## config.mk

```make
export PLATFORM = sky130hd
export DESIGN_NAME = sdi_codec
export DESIGN_NICKNAME = d
export VERILOG_FILES = /design/src/rtl/sdi_pkg.sv /design/src/rtl/sdi_rst_sync.sv /design/src/rtl/sdi_tx.sv /design/src/rtl/sdi_rx.sv /design/src/rtl/sdi_codec.sv
export SDC_FILE = /design/constraint.sdc
export NUM_CORES = 1
export LEC_CHECK = 0
export BUFFER_PORTS_ARGS = -buffer_cell sky130_fd_sc_hd__buf_2
export CAP_MARGIN = 40
export CORE_MARGIN = 8
export CORE_UTILIZATION = 45
export DETAILED_ROUTE_END_ITERATION = 6
export PLACE_DENSITY_LB_ADDON = 0.2
export SYNTH_ARGS = -nofsm -noshare
export SYNTH_HDL_FRONTEND = slang
export SYNTH_HIERARCHICAL = 1
export SYNTH_SLANG_ARGS = --single-unit
```

## constraint.sdc

```tcl
create_clock -name clk -period 3.9 [get_ports clk]
set_input_delay 0 -clock clk [delete_from_list [all_inputs] [get_ports clk]]
set_output_delay 0 -clock clk [all_outputs]
set_load 0.02 [all_outputs]
```

## src/rtl/sdi_pkg.sv

```systemverilog
package sdi_pkg;
  // Line code geometry
  parameter int SDI_WORD_W = 10;  // bits per parallel word
  parameter int SDI_TAP_LO = 4;   // short scrambler tap (x^4)
  parameter int SDI_TAP_HI = 9;   // long scrambler tap (x^9), also history depth

  // feedback of a self-synchronizing scrambler over a history vector,
  // newest bit in position 0
  function automatic logic scr_feedback(input logic [SDI_TAP_HI-1:0] hist);
    return hist[SDI_TAP_LO-1] ^ hist[SDI_TAP_HI-1];
  endfunction
endpackage

```

## src/rtl/sdi_rst_sync.sv

```systemverilog
module sdi_rst_sync #(
  parameter int STAGES = 2
) (
  input  logic clk,
  input  logic rst_n,
  output logic rst_n_sync
);
  logic [STAGES-1:0] chain_q;

  always_ff @(posedge clk or negedge rst_n) begin
    if (!rst_n) chain_q <= '0;
    else        chain_q <= {chain_q[STAGES-2:0], 1'b1};
  end

  assign rst_n_sync = chain_q[STAGES-1];
endmodule

```

## src/rtl/sdi_tx.sv

```systemverilog
module sdi_tx
  import sdi_pkg::*;
#(
  parameter int W   = SDI_WORD_W,
  parameter int TLO = SDI_TAP_LO,
  parameter int THI = SDI_TAP_HI
) (
  input  logic         clk,
  input  logic         rst_n,
  input  logic         word_stb,
  input  logic [W-1:0] word,
  output logic         line
);
  localparam int CW = $clog2(W);

  logic [W-1:0]   sh_q, sh_d;
  logic [CW-1:0]  left_q, left_d;
  logic [THI-1:0] st_q, st_d;
  logic           nz_q, nz_d;
  logic           run_q;
  logic           dbit, sbit;

  // next state: serializer, scrambler, toggle stage
  always_comb begin
    dbit   = word_stb ? word[W-1] : sh_q[W-1];
    sh_d   = word_stb ? {word[W-2:0], 1'b0} : {sh_q[W-2:0], 1'b0};
    if (word_stb)           left_d = CW'(W-1);
    else if (left_q != '0)  left_d = left_q - CW'(1);
    else                    left_d = left_q;
    sbit   = dbit ^ st_q[TLO-1] ^ st_q[THI-1];
    st_d   = {st_q[THI-2:0], sbit};
    nz_d   = nz_q ^ sbit;
  end

  always_ff @(posedge clk or negedge rst_n) begin
    if (!rst_n) begin
      sh_q   <= '0;
      left_q <= '0;
      st_q   <= '0;
      nz_q   <= 1'b0;
      run_q  <= 1'b0;
    end else begin
      sh_q   <= sh_d;
      left_q <= left_d;
      st_q   <= st_d;
      nz_q   <= nz_d;
      run_q  <= 1'b1;
    end
  end

  assign line = nz_q;

  // line toggles exactly when the previous scrambled bit was one
  AST_NRZI_STEP: assert property (@(posedge clk) disable iff (!rst_n)
    run_q |-> ((nz_q != $past(nz_q)) == $past(sbit)));
  // scrambler history shifts in the scrambled stream
  AST_SCR_HIST: assert property (@(posedge clk) disable iff (!rst_n)
    run_q |-> (st_q[0] == (nz_q ^ $past(nz_q))));
  // a new word never interrupts the previous one
  AST_STB_SPACING: assert property (@(posedge clk) disable iff (!rst_n)
    word_stb |-> (left_q == '0));
endmodule

```

## src/rtl/sdi_rx.sv

```systemverilog
module sdi_rx
  import sdi_pkg::*;
#(
  parameter int W   = SDI_WORD_W,
  parameter int TLO = SDI_TAP_LO,
  parameter int THI = SDI_TAP_HI
) (
  input  logic         clk,
  input  logic         rst_n,
  input  logic         line,
  input  logic         word_stb,
  output logic [W-1:0] word,
  output logic         valid
);
  localparam int LIM  = 2*W - 1;          // bits preceding a word's last bit when fully synced
  localparam int CNTW = $clog2(LIM + 1);

  logic           prev_q;
  logic [THI-1:0] hist_q, hist_d;
  logic [W-2:0]   sh_q, sh_d;
  logic [CNTW-1:0] cnt_q, cnt_d;
  logic [W-1:0]   word_q, word_d;
  logic           valid_q, valid_d;
  logic           run_q;
  logic           sbit, dbit, synced, take;

  // next state: NRZI decode, descramble, deserialize
  always_comb begin
    sbit    = line ^ prev_q;
    dbit    = sbit ^ scr_feedback(hist_q);
    hist_d  = {hist_q[THI-2:0], sbit};
    sh_d    = {sh_q[W-3:0], dbit};
    synced  = (cnt_q == CNTW'(LIM));
    cnt_d   = synced ? cnt_q : cnt_q + CNTW'(1);
    take    = word_stb && synced;
    word_d  = take ? {sh_q, dbit} : word_q;
    valid_d = take;
  end

  always_ff @(posedge clk or negedge rst_n) begin
    if (!rst_n) begin
      prev_q  <= 1'b0;
      hist_q  <= '0;
      sh_q    <= '0;
      cnt_q   <= '0;
      word_q  <= '0;
      valid_q <= 1'b0;
      run_q   <= 1'b0;
    end else begin
      prev_q  <= line;
      hist_q  <= hist_d;
      sh_q    <= sh_d;
      cnt_q   <= cnt_d;
      word_q  <= word_d;
      valid_q <= valid_d;
      run_q   <= 1'b1;
    end
  end

  assign word  = word_q;
  assign valid = valid_q;

  AST_VALID_AFTER_STB: assert property (@(posedge clk) disable iff (!rst_n)
    valid_q |-> $past(word_stb));
  AST_NO_EARLY_VALID: assert property (@(posedge clk) disable iff (!rst_n)
    valid_q |-> ($past(cnt_q) == CNTW'(LIM)));
  AST_WORD_HOLD: assert property (@(posedge clk) disable iff (!rst_n)
    (run_q && !valid_q) |-> $stable(word_q));
endmodule

```

## src/rtl/sdi_codec.sv

```systemverilog
module sdi_codec
  import sdi_pkg::*;
#(
  parameter int WORD_W = SDI_WORD_W,
  parameter int TAP_LO = SDI_TAP_LO,
  parameter int TAP_HI = SDI_TAP_HI
) (
  input  logic              clk,
  input  logic              rst_n,
  input  logic              tx_word_stb,
  input  logic [WORD_W-1:0] tx_word,
  output logic              ser_out,
  input  logic              ser_in,
  input  logic              rx_word_stb,
  output logic [WORD_W-1:0] rx_word,
  output logic              rx_valid
);
  logic rst_n_int;

  sdi_rst_sync #(.STAGES(2)) u_rst (
    .clk        (clk),
    .rst_n      (rst_n),
    .rst_n_sync (rst_n_int)
  );

  sdi_tx #(.W(WORD_W), .TLO(TAP_LO), .THI(TAP_HI)) u_tx (
    .clk      (clk),
    .rst_n    (rst_n_int),
    .word_stb (tx_word_stb),
    .word     (tx_word),
    .line     (ser_out)
  );

  sdi_rx #(.W(WORD_W), .TLO(TAP_LO), .THI(TAP_HI)) u_rx (
    .clk      (clk),
    .rst_n    (rst_n_int),
    .line     (ser_in),
    .word_stb (rx_word_stb),
    .word     (rx_word),
    .valid    (rx_valid)
  );

  // a valid pulse never lasts two cycles while strobes keep their spacing
  AST_VALID_PULSE: assert property (@(posedge clk) disable iff (!rst_n_int)
    rx_valid |=> !rx_valid);
endmodule

```

==> results of run 1 <==
==> cell families (layout without fill, tap and decap cells) <==
| logic type | count (synthesis) | in the layout | synth area share |
|---|---|---|---|
| AO/OA/AOI/OAI | 1 | 1 | 0.00269 |
| buffers and inverters | 4 | 49 | 0.0162 |
| AND/OR/NAND/NOR | 5 | 5 | 0.0189 |
| adder cells (fa/ha/maj) | 1 | 1 | 0.00674 |
| flip-flops | 56 | 56 | 0.755 |
| other | 1 | 1 | 0.00202 |
| multiplexers | 21 | 21 | 0.145 |
| XOR/XNOR | 9 | 9 | 0.0539 |
==> layout make-up <==
type	instances	area, sq um
Inverter	2	7.51
Sequential cell	56	1400
Multi-Input combinational cell	38	425
Fill cell	330	1730
Tap cell	50	62.6
Timing Repair Buffer	39	270
Clock buffer	8	100
==> flip-flops by register name (all words and copies together), names as in the netlist <==
register and cells:
u_rx/word 10, u_rx/sh_q 9, u_rx/cnt_q 5, u_tx/line 1, u_rst/chain_q 2, u_tx/sh_q 9, u_rx/valid 1, u_rx/hist_q 9
u_rx/prev_q 1, u_tx/st_q 9
==> report_power, final <==
group          switching (mW)  total, mW  internal (mW)
clock network           0.166      0.328          0.162
registers              0.0641      0.783          0.719
logic                   0.119      0.265          0.145
total                   0.350       1.38           1.03
==> cells in the final DEF, fill, tap and decap left out <==
cell type,Yosys,final
dfrtp_2,0,1
conb_1,1,1
mux2_1,1,1
clkbuf_8,0,7
clkbuf_1,0,1
xnor2_1,6,6
nand2_2,1,1
mux2i_1,1,1
xor2_1,1,1
and2_1,1,1
inv_2,1,1
buf_2,0,26
xor2_2,1,1
mux2_2,10,10
buf_12,0,1
and4bb_2,1,1
dfrtp_1,56,55
ha_1,1,1
inv_1,1,1
a21oi_1,1,1
xnor3_1,1,1
dlygate4sd3_1,0,12
nand3_1,2,2
mux2_4,9,9
==> critical path, delay by kind of cell, from the launching register on <==
family | cells | cell delay, ps
AND/OR/NAND/NOR | 2 | 570
flip-flops | 1 | 410
multiplexers | 1 | 350
adder cells (fa/ha/maj) | 1 | 240
==> final timing paths <==
kind	start	end	slack, ps	depth (start not counted)
hold / removal	tx_word[9]	u_tx/st_q[0]$_DFF_PN0_	40	3
setup reg to reg	u_rx/cnt_q[0]$_DFFE_PN0P_	u_rx/word[9]$_DFFE_PN0P_	2210	4
setup / recovery	u_rx/cnt_q[0]$_DFFE_PN0P_	u_rx/word[9]$_DFFE_PN0P_	2210	4
max in group asynchronous	u_rst/chain_q[1]$_DFF_PN0_	u_rx/word[6]$_DFFE_PN0P_	3210	1
hold reg to reg	u_rst/chain_q[1]$_DFF_PN0_	u_tx/st_q[7]$_DFF_PN0_	170	0
min in group asynchronous	u_rst/chain_q[1]$_DFF_PN0_	u_tx/st_q[7]$_DFF_PN0_	170	0
==> layer usage <==
metal | up-vias | part of all wire | wire, microns
met5 | - | 0 | 0
met3 | 5 | 0.062 | 168
met1 | 431 | 0.46 | 1250
met4 | 0 | 0.021 | 57
li1 | 403 | - | -
met2 | 17 | 0.45 | 1220
==> impl_metrics.yaml, run 1 <==
outcome:
  status: "finished clean"
place:
  place_inst: 173
  place.port_buffers: 26
  hpwl_microns: 1820
  place_area_sq_mm: 0.00205
  place.gp.congestion: 0.650
  pre_cts_ws_ps: 2200
global_routing:
  grt_overflow_total: 0
  grt_pass1_wl_microns: 4710
  met2_usage: 0.133
  grtUsageTotal: 0.0978
  antenna_found_initial: 0
  grt_use_met3: 0.0480
  first_global_vias: 927
  grt_max_degree: 42
  globalRoute.busiestLayer: "met2"
  use_met1: 0.126
sta:
  hold_violations: 0
  hold_ws_ps: 37.0
  setup_violations: 0
  grt_setup_unrepaired: "false"
  fin_ws_ps: 2210
  tns_ps: 0
  skew_ps: 6.21
  slew_violations: 0
  period_minus_slack_ps: 1690
  fmax_ghz: 0.591
  finalCritPeriodShare: 0.434
drt:
  drt-pass1-iter-count: 4
  num_vias: 856
  wl_per_cell_microns: 14.0
  drcViolationCount: 0
  drt-total-wl_microns: 2690
  antenna_left: 0
  vias_per_cell: 4.44
  drtIter0Drc: 48
final_layout:
  final_core_util: 0.567
  fin_area_sq_mm: 0.00227
  syn_to_final_growth_pct: 22.2
  num_antenna_cells: 0
  instances_no_fill: 193
  drive_gt1_frac: 0.406
  nNetsFinal: 158
logic_synthesis:
  synth_common_cells: "dfrtp_1 (56), mux2_2 (10), mux2_4 (9), xnor2_1 (6)"
  avgSynthCellArea_sq_um: 18.9
  yosys_most_used_dff: "dfrtp_1"
  synth_edf_count: 0
  ys_warn_count: 6
  ys_types: 19
  netlist_area_sq_mm: 0.00186
  synth_seq_cells: 56
  yosysTopAreaCell: "dfrtp_1"
  synth_async_sr_flop_share: 1.00
  netlist_instances: 98
  synth.area.top_cells: "dfrtp_1 (75%), mux2_4 (7.3%), mux2_2 (6.1%), xnor2_1 (2.8%), buf_6 (1.2%)"
  ys_seq_area_frac: 0.755
  yosysTopAreaCellShare: 0.755
  synth_nets: 114
  post-synth-top-count-cell: "dfrtp_1"
clocking:
  worstSkewPairLatency_ps: 300
  cts_tree: "done"
  cts_sinks: 56
  post_cts_resized: 0
  h-tree-depth: 2
  clkTransAtPathRegs_ps: 90
  cts_buffers: 5
  post-cts-setup-buffer-count: 0
  clock_path_buffers: 2
  hold_buffers: 12
  root_buffer: "clkbuf_8"
worst_setup_path:
  worstSetupPathType: "reg2reg"
  cp_cell_sequence: "ha_1, and4bb_2, nand2_2, mux2_1"
  cp.required_ps: 4080
  arrival_ps: 1880
  worstSetupStartpointType: "register"
  endpoint_kind: "register"
  cpPeakStageDelay_ps: 410
  worst_path_max_delay_cell: "dfrtp_1"
  cp_max_fo: 11
die:
  ios: 27
  rows: 23
  coreArea_sq_mm: 0.00400
  die_area_sq_mm: 0.00644
  die_h_microns: 80.2
  initial_core_util: 0.464
  fp.dieW_microns: 80.2
power_and_ir_drop:
  power.total_mw: 1.38
  irDropWorstVdd_uv: 369
  p_leak_nw: 1.06
  powerDensity_mw_per_mm2: 607
hold_path:
  hold_path_class: "in2reg"
run:
  maxCapViolCount: 0
(Power assumes the default switching activity.)
==> run 2, diff against run 1 <==
- clock period: 3.9 -> 1.5 ns (I/O delays scaled with it)
==> run 2 against run 1 <==
Compared with the run above: register-to-register slack worse by 2200 ps; worst setup slack lost 2200 ps; largest cell class unchanged; sequential share of layout area shrank 2.7 points; clock power increased to 2.5 times the previous value; flip-flop and latch count is the same; critical endpoint is now u_rx/word[1]$_DFFE_PN0P_; count of clock-buffer cells in the layout down 2; core utilization up 2.6 points; final area increased by 4.5%.
==> impl_metrics.yaml, run 2 (same netlist as run 1, synthesis figures left out) <==
sta:
  hold_ws_ps: 55.3
  fmax_ghz: 0.679
  skew_ps: 5.80
  setup_violations: 0
  period_minus_slack_ps: 1470
  hold_violations: 0
  grt_setup_unrepaired: "true"
  slew_violations: 0
  finalCritPeriodShare: 0.981
drt:
  wl_per_cell_microns: 13.0
  antenna_left: 0
  drcViolationCount: 0
  num_vias: 941
  vias_per_cell: 4.64
  drt-pass1-iter-count: 4
  drtIter0Drc: 11
  drt-total-wl_microns: 2640
worst_setup_path:
  crit_start: "u_rx/cnt_q[0]$_DFFE_PN0P_"
  cp_max_fo: 6
  worstSetupStartpointType: "register"
  r2r-end: "u_rx/word[1]$_DFFE_PN0P_"
  worst_path_max_delay_cell: "dfrtp_1"
  worstRegToRegCells: 5
  worstSetupPathType: "reg2reg"
  cpPeakStageDelay_ps: 390
  crit_family: "flip-flops"
  crit_buf_inv: 1
  arrival_ps: 1670
  worstReg2RegStart: "u_rx/cnt_q[0]$_DFFE_PN0P_"
  ff2ff_setup_slack_ps: 30
  cp.required_ps: 1690
  endpoint_kind: "register"
  cp_cell_sequence: "ha_2, and4bb_2, nand2_4, buf_12, mux2_4"
clocking:
  worstSkewPairLatency_ps: 300
  h-tree-depth: 2
  cts_tree: "done"
  clock_path_buffers: 2
  cts_sinks: 56
  cts_buffers: 5
  root_buffer: "clkbuf_8"
  clkTransAtPathRegs_ps: 90
die:
  die_h_microns: 80.2
  fp.dieW_microns: 80.2
  rows: 23
  coreArea_sq_mm: 0.00400
  initial_core_util: 0.464
  die_area_sq_mm: 0.00644
  ios: 27
place:
  place_inst: 178
  place.port_buffers: 26
  hpwl_microns: 1760
  place.gp.congestion: 0.670
hold_path:
  hp-start: "tx_word_stb"
  hold_path_class: "in2reg"
  min_to: "u_tx/sh_q[1]$_DFF_PN0_"
  whs_path_depth: 2
global_routing:
  antenna_found_initial: 0
  grt_pass1_wl_microns: 4760
  grt_max_degree: 35
  first_global_vias: 1032
  grtUsageTotal: 0.0979
  grt_overflow_total: 0
power_and_ir_drop:
  irDropWorstVdd_uv: 763
  powerDensity_mw_per_mm2: 1510
  p_leak_nw: 1.11
final_layout:
  syn_to_final_growth_pct: 27.7
  nNetsFinal: 168
  drive_gt1_frac: 0.464
  final_cell_mix: "dfrtp_1 (55), buf_2 (26), dlygate4sd3_1 (12)"
  instances_no_fill: 203
  num_antenna_cells: 0
  largest_reg_flops: 10
  final_common_cell: "dfrtp_1"
outcome:
  status: "finished clean"
run:
  maxCapViolCount: 0
==> run 2: worst max path at each step <==
stage,endpoint,slack [ps],cells after the start
6_report,u_rx/word[1]$_DFFE_PN0P_,30,5
5_1_grt,u_rx/word[1]$_DFFE_PN0P_,-20,5
4_1_cts,u_rx/word[9]$_DFFE_PN0P_,9,5
3_5_place_dp,u_rx/word[9]$_DFFE_PN0P_,8,5
3_3_place_gp,u_rx/word[9]$_DFFE_PN0P_,40,5
2_1_floorplan,u_rx/word[0]$_DFFE_PN0P_,20,5
==> run 2: timing repair <==
| action | in CTS | in global routing |
|---|---|---|
| endpoints found under the hold margin | 13 | 0 |
| gates resized for setup | 2 | 1 |
| setup buffers | 2 | 2 |
| endpoints found under the setup margin | 1 | 4 |
| hold buffers | 12 | 0 |
| pin swaps | 2 | 2 |
| cloned | 1 | 0 |
==> run 2: per-layer routing <==
layer  share of wire  global-route usage  vias up
met5               0                   0        -
met4           0.022              0.0436        0
met3           0.055              0.0513        6
met2            0.50               0.153       17
met1            0.42               0.109      487
li1                -                   -      431
==> run 2: area by class of cell <==
cell class                 instances  area (sq um)
clock buffer                       6          82.6
clock inverter                     2          13.8
fill                             322          1630
inverter                           2          7.51
multi-input combinational         38           437
sequential                        56          1400
tap                               50          62.6
timing repair buffer              49           365
==> run 2: where the power goes <==
| part | switching [mW] | internal [mW] | leakage [nW] | total (mW) |
|---|---|---|---|---|
| clock network | 0.448 | 0.378 | 0.0516 | 0.825 |
| registers | 0.154 | 1.87 | 0.650 | 2.02 |
| logic | 0.331 | 0.397 | 0.410 | 0.728 |
==> run 2: stage by stage <==
stage | power, mW | util | TNS [ps] | cell area (sq um) | setup slack, ps
floorplan | 2.52 | - | 0 | 1860 | 16.2
global placement | 2.73 | 0.522 | 0 | 2090 | 40.1
detailed placement | 2.75 | 0.522 | 0 | 2090 | 7.63
CTS | 3.65 | 0.588 | 0 | 2350 | 8.92
global route | 3.80 | 0.593 | -86.0 | 2370 | -17.7
finish | 3.58 | 0.593 | 0 | 2370 | 28.2
==> run 2: worst register-to-register path, delay by kind of cell, from the launching register on <==
| family | cells | cell delay, ps |
|---|---|---|
| mux | 1 | 300 |
| flops | 1 | 390 |
| simple gates | 2 | 360 |
| fa+ha+maj | 1 | 180 |
| buf+inv | 1 | 130 |
